**config.mk**
```make
export PLATFORM = sky130hd
export DESIGN_NAME = zt_sram
export DESIGN_NICKNAME = d
export VERILOG_FILES = /design/src/rtl/zt_sram_pkg.sv /design/src/rtl/zt_burst_gen.sv /design/src/rtl/zt_wr_pipe.sv /design/src/rtl/zt_sram.sv
export SDC_FILE = /design/constraint.sdc
export NUM_CORES = 2
export LEC_CHECK = 0
export BUFFER_PORTS_ARGS = -buffer_cell sky130_fd_sc_hd__buf_2
export CAP_MARGIN = 15
export CORE_MARGIN = 2
export CORE_UTILIZATION = 44
export CTS_CLUSTER_SIZE = 28
export DETAILED_ROUTE_END_ITERATION = 10
export PLACE_DENSITY = 0.64
export REMOVE_ABC_BUFFERS = 1
export SLEW_MARGIN = 40
export SYNTH_ARGS = -nofsm -noshare
export SYNTH_HDL_FRONTEND = slang
export SYNTH_MEMORY_MAX_BITS = 65536
export SYNTH_SLANG_ARGS = --single-unit
export TNS_END_PERCENT = 100
```
**constraint.sdc**
```tcl
create_clock -name clk_i -period 4.8 [get_ports clk_i]
set_input_delay 0.24 -clock clk_i [delete_from_list [all_inputs] [get_ports clk_i]]
set_output_delay 0.24 -clock clk_i [all_outputs]
set_load 0.05 [all_outputs]
```
**src/rtl/zt_sram_pkg.sv**
```systemverilog
package zt_sram_pkg;

  typedef enum logic [1:0] {
    OP_NOP = 2'd0,
    OP_RD  = 2'd1,
    OP_WR  = 2'd2
  } op_e;

  // low address bits for burst beat cnt
  function automatic logic [1:0] burst_lo(input logic [1:0] start, input logic [1:0] cnt,
                                          input logic ilv);
    return ilv ? (start ^ cnt) : (start + cnt);
  endfunction

endpackage

```
**src/rtl/zt_burst_gen.sv**
```systemverilog
module zt_burst_gen
  import zt_sram_pkg::*;
#(
  parameter int ADDR_W = 6,
  parameter int LANES  = 8
) (
  input  logic              clk_i,
  input  logic              rst_ni,
  input  logic              adv_i,
  input  logic              sel_i,
  input  logic              wr_n_i,
  input  logic [LANES-1:0]  be_ni,
  input  logic [ADDR_W-1:0] addr_i,
  input  logic              mode_i,
  output op_e               op_o,
  output logic [ADDR_W-1:0] addr_o,
  output logic [LANES-1:0]  be_no
);

  logic [ADDR_W-1:0] base_q;
  logic [1:0]        cnt_q, cnt_nx;
  op_e               op_q, load_op;
  logic [LANES-1:0]  be_q;

  assign cnt_nx  = cnt_q + 2'd1;
  assign load_op = !sel_i ? OP_NOP : (wr_n_i ? OP_RD : OP_WR);

  always_comb begin
    if (adv_i) begin
      op_o   = op_q;
      be_no  = be_q;
      addr_o = {base_q[ADDR_W-1:2], burst_lo(base_q[1:0], cnt_nx, mode_i)};
    end else begin
      op_o   = load_op;
      be_no  = be_ni;
      addr_o = addr_i;
    end
  end

  always_ff @(posedge clk_i or negedge rst_ni) begin
    if (!rst_ni) begin
      base_q <= '0;
      cnt_q  <= '0;
      op_q   <= OP_NOP;
      be_q   <= '1;
    end else if (!adv_i) begin
      base_q <= addr_i;
      cnt_q  <= '0;
      op_q   <= load_op;
      be_q   <= be_ni;
    end else begin
      cnt_q  <= cnt_nx;
    end
  end

endmodule

```
**src/rtl/zt_wr_pipe.sv**
```systemverilog
module zt_wr_pipe #(
  parameter int ADDR_W = 6,
  parameter int LANES  = 8,
  parameter int LANE_W = 9,
  localparam int DATA_W = LANES * LANE_W,
  localparam int DEPTH  = 1 << ADDR_W
) (
  input  logic              clk_i,
  input  logic              rst_ni,
  input  logic              push_i,
  input  logic [ADDR_W-1:0] push_addr_i,
  input  logic [LANES-1:0]  push_be_ni,
  input  logic [DATA_W-1:0] push_data_i,
  input  logic [ADDR_W-1:0] rd_addr_i,
  output logic [DATA_W-1:0] rd_data_o
);

  // stage a: newest pending write, stage b: next to commit
  logic              pa_v, pb_v;
  logic [ADDR_W-1:0] pa_addr, pb_addr;
  logic [LANES-1:0]  pa_be_n, pb_be_n;
  logic [DATA_W-1:0] pa_data, pb_data;
  logic [DATA_W-1:0] mem_q [DEPTH];

  always_ff @(posedge clk_i or negedge rst_ni) begin
    if (!rst_ni) begin
      pa_v <= 1'b0;
      pb_v <= 1'b0;
    end else begin
      pa_v <= push_i;
      pb_v <= pa_v;
    end
  end

  always_ff @(posedge clk_i) begin
    pa_addr <= push_addr_i;
    pa_be_n <= push_be_ni;
    pa_data <= push_data_i;
    pb_addr <= pa_addr;
    pb_be_n <= pa_be_n;
    pb_data <= pa_data;
  end

  always_ff @(posedge clk_i) begin
    if (pb_v) begin
      for (int k = 0; k < LANES; k++) begin
        if (!pb_be_n[k]) mem_q[pb_addr][k*LANE_W +: LANE_W] <= pb_data[k*LANE_W +: LANE_W];
      end
    end
  end

  // per-lane forwarding, younger stage first
  for (genvar k = 0; k < LANES; k++) begin : g_lane
    logic hit_a, hit_b;
    assign hit_a = pa_v && (pa_addr == rd_addr_i) && !pa_be_n[k];
    assign hit_b = pb_v && (pb_addr == rd_addr_i) && !pb_be_n[k];
    assign rd_data_o[k*LANE_W +: LANE_W] =
      hit_a ? pa_data[k*LANE_W +: LANE_W] :
      hit_b ? pb_data[k*LANE_W +: LANE_W] :
              mem_q[rd_addr_i][k*LANE_W +: LANE_W];
  end

endmodule

```
**src/rtl/zt_sram.sv**
```systemverilog
module zt_sram
  import zt_sram_pkg::*;
#(
  parameter int ADDR_W = 6,
  parameter int LANES  = 8,
  parameter int LANE_W = 9,
  localparam int DATA_W = LANES * LANE_W
) (
  input  logic              clk_i,
  input  logic              rst_ni,
  input  logic              adv_i,
  input  logic              wr_n_i,
  input  logic [LANES-1:0]  be_ni,
  input  logic              ce_ni,
  input  logic              ce2_i,
  input  logic              ce3_i,
  input  logic              pol2_i,
  input  logic              pol3_i,
  input  logic              burst_mode_i,
  input  logic [ADDR_W-1:0] addr_i,
  input  logic [DATA_W-1:0] wdata_i,
  output logic [DATA_W-1:0] rdata_o,
  output logic              rvalid_o
);

  logic              sel;
  op_e               iss_op, s1_op, s2_op;
  logic [ADDR_W-1:0] iss_addr, s1_addr, s2_addr;
  logic [LANES-1:0]  iss_be_n, s1_be_n, s2_be_n;
  logic [DATA_W-1:0] fwd_data;

  assign sel = !ce_ni && (ce2_i == pol2_i) && (ce3_i == pol3_i);

  zt_burst_gen #(.ADDR_W(ADDR_W), .LANES(LANES)) u_burst (
    .clk_i  (clk_i),
    .rst_ni (rst_ni),
    .adv_i  (adv_i),
    .sel_i  (sel),
    .wr_n_i (wr_n_i),
    .be_ni  (be_ni),
    .addr_i (addr_i),
    .mode_i (burst_mode_i),
    .op_o   (iss_op),
    .addr_o (iss_addr),
    .be_no  (iss_be_n)
  );

  always_ff @(posedge clk_i or negedge rst_ni) begin
    if (!rst_ni) begin
      s1_op    <= OP_NOP;
      s2_op    <= OP_NOP;
      s1_addr  <= '0;
      s2_addr  <= '0;
      s1_be_n  <= '1;
      s2_be_n  <= '1;
      rvalid_o <= 1'b0;
    end else begin
      s1_op    <= iss_op;
      s1_addr  <= iss_addr;
      s1_be_n  <= iss_be_n;
      s2_op    <= s1_op;
      s2_addr  <= s1_addr;
      s2_be_n  <= s1_be_n;
      rvalid_o <= (s2_op == OP_RD);
    end
  end

  zt_wr_pipe #(.ADDR_W(ADDR_W), .LANES(LANES), .LANE_W(LANE_W)) u_wr (
    .clk_i       (clk_i),
    .rst_ni      (rst_ni),
    .push_i      (s2_op == OP_WR),
    .push_addr_i (s2_addr),
    .push_be_ni  (s2_be_n),
    .push_data_i (wdata_i),
    .rd_addr_i   (s2_addr),
    .rd_data_o   (fwd_data)
  );

  always_ff @(posedge clk_i) begin
    if (s2_op == OP_RD) rdata_o <= fwd_data;
  end

endmodule

```
Word-level counts from Yosys, hierarchy flattened
Memory sizes are Yosys's and may differ from the RTL's. Index checks and enable logic that the tools add are counted.

Equality and inequality tests: 6. Mux-type cells: 45. Add/subtract/negate cells: 2. Bitwise gates (word level): 1. Reductions and logical operators: 37.

Operators with widths (count): $mux W9 (16); $mux W1 (24); $logic_and A1 B1 Y1 (20); $logic_not A1 Y1 (17); $eq A6 B6 Y1 (2); $mux W2 (4); $mux W6 (1); $add A2 B1 Y2 const B (1); $add A2 B2 Y2 (1); $eq A1 B1 Y1 (2); $eq A2 B1 Y1 const B (1); $eq A2 B2 Y1 const B (1); $xor A2 B2 Y2 (1).

Bits of input ports: 96. Memory bits (writable): 4608. Memories kept: 1. Register bits after elaboration: 287. Output and inout bits: 73. Word-level logic and storage cells: 110.

Memories: u_wr.mem_q (depth 64, bits a word 72, read ports 1, clocked after memory_dff 0, write ports 1, RTL line zt_wr_pipe.sv:23) `logic [DATA_W-1:0] mem_q [DEPTH];`.

Longest topological paths before layout
Depth in word-level cells: 5. Mapped depth: 11. Mapped depth without buffers: 6.

Hierarchy
Synthesis repeated with hierarchy kept, for this count alone.

Cells, all modules: 10102. Area total of the unflattened synthesis: 187517.3 um^2.

By module, submodules not included: zt_wr_pipe (cells each 9940, times used 1, area each 183713.7 um^2, sequential area each 141866.1 um^2); zt_sram (cells each 110, times used 1, area each 3047.9 um^2, sequential area each 3007.9 um^2); zt_burst_gen (cells each 52, times used 1, area each 755.7 um^2, sequential area each 460.4 um^2).

Worst setup path after synthesis
OpenSTA, ideal clock, no wires.

Path type: register -> register. From: register s2_op[1]. To: register rdata_o[0], enable pin. Setup slack: 0.699 ns. Cell stages (with the launch flop): 2. Buffers on the path: 0. Data required time: 4.287 ns. Setup time: 0.513 ns. Period minus slack after synthesis: 4.101 ns. Data arrival time: 3.588 ns. Cell sequence: dfrtp_1 -> nor2b_1.

Cells in the longest elaborated chain, start to end: 1.

Ends and longest elaborated chain: from (decl) (RTL line zt_sram.sv:27) `op_e iss_op, s1_op, s2_op;`; from (signal assigned) (RTL line zt_sram.sv:61) `s2_op <= s1_op;`; $eq A2 B1 Y1 (RTL line zt_sram.sv:80) `if (s2_op == OP_RD) rdata_o <= fwd_data;`; to (signal assigned) (RTL line zt_sram.sv:80); to (decl) (RTL line zt_sram.sv:22) `output logic [DATA_W-1:0] rdata_o,`.

No other way between the ends. A chain may end at the register's enable or synchronous reset.

Final worst setup path
From: register s2_addr[0]. To: register rdata_o[42] (data pin).

Cells in the longest elaborated chain, start to end: 5. Elaborated cells between the ends (all ways): 9. Those cells by class: 2 x eq/ne; 2 x mux; 4 x reduce/logical; 1 x memory.

Ends and longest elaborated chain: from (decl) (RTL line zt_sram.sv:28) `logic [ADDR_W-1:0] iss_addr, s1_addr, s2_addr;`; from (signal assigned) (RTL line zt_sram.sv:62) `s2_addr <= s1_addr;`; branches (longest 4 deep; another with $mem_v2 Z64 W72); $mux W9 * (RTL line zt_wr_pipe.sv:58) `hit_a ? pa_data[k*LANE_W +: LANE_W] :`; via fwd_data[42] (RTL line zt_sram.sv:30) `logic [DATA_W-1:0] fwd_data;`.

Mark *: on every way through the listed nets, which the timed path passes.

==> results.json <==
{
  "slew_headroom_pct": 32.7,
  "finalClockSkew_ns": 0.0805,
  "vias": 99800,
  "critical_path_depth": 8,
  "syn_inst": 10200,
  "cp-start-kind": "flop",
  "synthDominantCellAreaShare_pct": 75.1,
  "synthTopCellsByArea": "edfxtp_1, mux2i_1, a22oi_1",
  "drtPass1Iterations": 6,
  "die_h_um": 656,
  "fin_crit_ns": 3.82,
  "hold_viol_final": 0,
  "cpLargestDelayFamily": "buffers and inverters",
  "finalSetupViolCount": 0,
  "arrival_ns": 4.58,
  "viasPerCell": 5.92,
  "cts_buffers": 470,
  "crit_top_cell": "buf_12",
  "netlist_top_cells_count": "edfxtp_1, mux2i_1, a22oi_1",
  "cts.clk_slew.worst_paths_ns": 0.07,
  "yosysTopAreaCell": "edfxtp_1",
  "clkLatencyLatePin_ns": 1.03,
  "finalMaxSlewViolations": 0,
  "die-width_um": 656,
  "numPortBuffers": 168,
  "syn_area_um2": 187000,
  "synth_compound_area_share_pct": 5.52,
  "cts_resized": 0,
  "routedWlPerCell_um": 30.6,
  "endpoint_kind": "flop",
  "synthDistinctLibCells": 47,
  "power_density_nw_per_um2": 430,
  "fin_crit_sh_pct": 79.5,
  "ff2ff_path_depth": 8,
  "drtIter0Drc": 12700,
  "hold_path.class": "in2reg",
  "async_reset_ff_share_pct": 0.878,
  "cts_tree": "done",
  "gp_congestion": 0.858,
  "clock_path_buffers": 4,
  "io_pins": 169,
  "overflow": 0,
  "die-area_um2": 431000,
  "post_cts_buffers": 0,
  "post-place-ws_ns": 0.827,
  "synth-edff-count": 4680,
  "post-route-drc-count": 0,
  "antenna_found_initial": 25,
  "nets": 10800,
  "r2r_slack_ns": 0.98,
  "yosysMostFrequentCell": "edfxtp_1",
  "routed_wl_mm": 516,
  "grt_max_degree": 127,
  "synthSimpleGateAreaFrac_pct": 2.61,
  "critPathBufInv": 3,
  "synth.ff_latch_count": 4895,
  "rsz0062_at_grt": "no",
  "cts-root-buf": "clkbuf_16",
  "status": "finished, final reports clean",
  "antenna_left": 0,
  "crit_type": "reg2reg",
  "synthMuxAreaShare_pct": 12.6,
  "fmax_mhz": 262,
  "maxCapViolCount": 0,
  "slowest_delay_ns": 0.60,
  "syn2layout_area_growth_pct": 14.5,
  "p_leak_uw": 0.0715,
  "synth_ff_type": "edfxtp_1",
  "fill_cells": 33700,
  "setup_ws_ns": 0.985,
  "slowest_stage": "nor4_1",
  "tns_ns": 0,
  "grt_pass1_wl_mm": 721,
  "avgSynthCellArea_um2": 18.4,
  "grt_pass1_vias": 97500,
  "required_ns": 5.56,
  "coreArea_um2": 424000,
  "placementRows": 239,
  "synth_top_family_by_area": "multiplexers",
  "synthAdderAreaFrac_pct": 0.00669,
  "yosysWarnings": 0,
  "ys_seq_area_share_pct": 77.5,
  "hold_path_depth": 3,
  "grtUsageTotal_pct": 23.2,
  "drive_gt1_share_pct": 17.5,
  "peakVddDrop_mv": 0.348,
  "yosys.area_share.xor_xnor_pct": 0.0876,
  "critPathMaxFanout": 81,
  "dp_hpwl_mm": 319,
  "start_util_pct": 44.2,
  "crit_path_cell_trace": "buf_12, buf_12, buf_4, mux2i_1, o22ai_1, nor4_1, nand3_1, a221o_1",
  "worstMarginPinSlew_ns": 1.01,
  "clock-sinks": 4895,
  "htree_levels": 5
}
through the flow:
stage	area, um^2	instances	hold slack [ns]	util [%]	power [uW]
4_1_cts	213000	16800	0.000104	50.3	92400
2_1_floorplan	184000	9566	-0.0556	-	56700
3_3_place_gp	195000	15700	0.321	46.1	55800
6_report	214000	16900	0.0490	50.6	92200
3_5_place_dp	196000	15700	0.333	46.3	55900
5_1_grt	214000	16800	0.0211	50.6	94500
registers in the layout, summed over array words and instances, names as in the netlist:
name / count
s2_addr: 6
u_burst.base_q: 6
u_wr.pa_be_n: 8
u_wr.mem_q: 4608
u_wr.pb_data: 72
u_wr.pb_v: 1
u_burst.cnt_q: 2
s1_addr: 6
s2_be_n: 8
rvalid_o: 1
u_wr.pa_v: 1
rdata_o: 72
u_wr.pb_be_n: 8
u_wr.pa_data: 72
u_wr.pb_addr: 6
s2_op: 2
u_wr.pa_addr: 6
u_burst.op_q: 2
u_burst.be_q: 8
layout make-up:
class	instances	area [um^2]	area share, %
repair buffers	701	6130	2.86
inverters	2	7.51	0.00350
diodes	40	100	0.0467
clock inverters	278	2700	1.26
clock buffers	606	12700	5.91
flip-flops and latches	4895	145000	67.8
well taps	5663	7090	3.31
multi-input cells	4669	40400	18.8
metal layers:
metal  part of all wire, %  vias up  wire (um)  track usage, %
li1                      -    42500          -               -
met1                    39    51800     201000            30.7
met2                    47     4651     241000            36.1
met3                   9.3      885      47900            5.21
met4                   5.0       10      25700            11.7
met5                 0.011        -         59               0
where the power goes:
part	total [uW]	switching (uW)	internal (uW)
clock network	36900	15900	21000
logic	7770	4960	2820
registers	47500	519	47000
total	92200	21400	70800
final timing paths:
kind                                           start                          end
worst max-delay path            s2_addr[0]$_DFF_PN0_        rdata_o[42]$_DFFE_PP_
worst max register to register  s2_addr[0]$_DFF_PN0_        rdata_o[42]$_DFFE_PP_
min in group asynchronous                     rst_ni         s2_be_n[0]$_DFF_PN1_
worst min-delay path                        be_ni[5]  u_burst.be_q[5]$_DFFE_PN1N_
max in group asynchronous                     rst_ni         s2_addr[2]$_DFF_PN0_
worst min register to register  s1_addr[4]$_DFF_PN0_         s2_addr[4]$_DFF_PN0_
worst min-delay path: cells and delay by family:
kind / cells / cell delay, ns
multiplexers: 1 / 0.13
buffers and inverters: 2 / 0.62
cell families after synthesis:
| family | Yosys count |
|---|---|
| simple gates | 1027 |
| xor+xnor | 17 |
| mux | 2173 |
| buf+inv | 627 |
| compound gates | 1451 |
| flops | 4895 |
| fa+ha+maj | 1 |
repair_timing:
| item | in CTS | in global routing |
|---|---|---|
| endpoints found under the setup margin | 0 | 0 |
| hold buffers | 181 | 0 |
| hold endpoints to repair | 139 | 0 |
cell usage in the layout, fill, tap and decap left out, drive strengths merged, types with 74 or more instances in the layout:
cell,synthesis,final
a211oi,144,144
nor4,74,74
clkinv,0,195
a22oi,576,576
dfxtp,172,172
clkbuf,187,606
a21oi,81,81
o22ai,432,432
nor2,525,525
and3,75,75
buf,438,521
mux2i,2016,2016
nand3,216,216
mux4,144,144
dlygate4sd3,0,180
edfxtp,4680,4680
No activity file was read; power rests on OpenSTA's default activity.
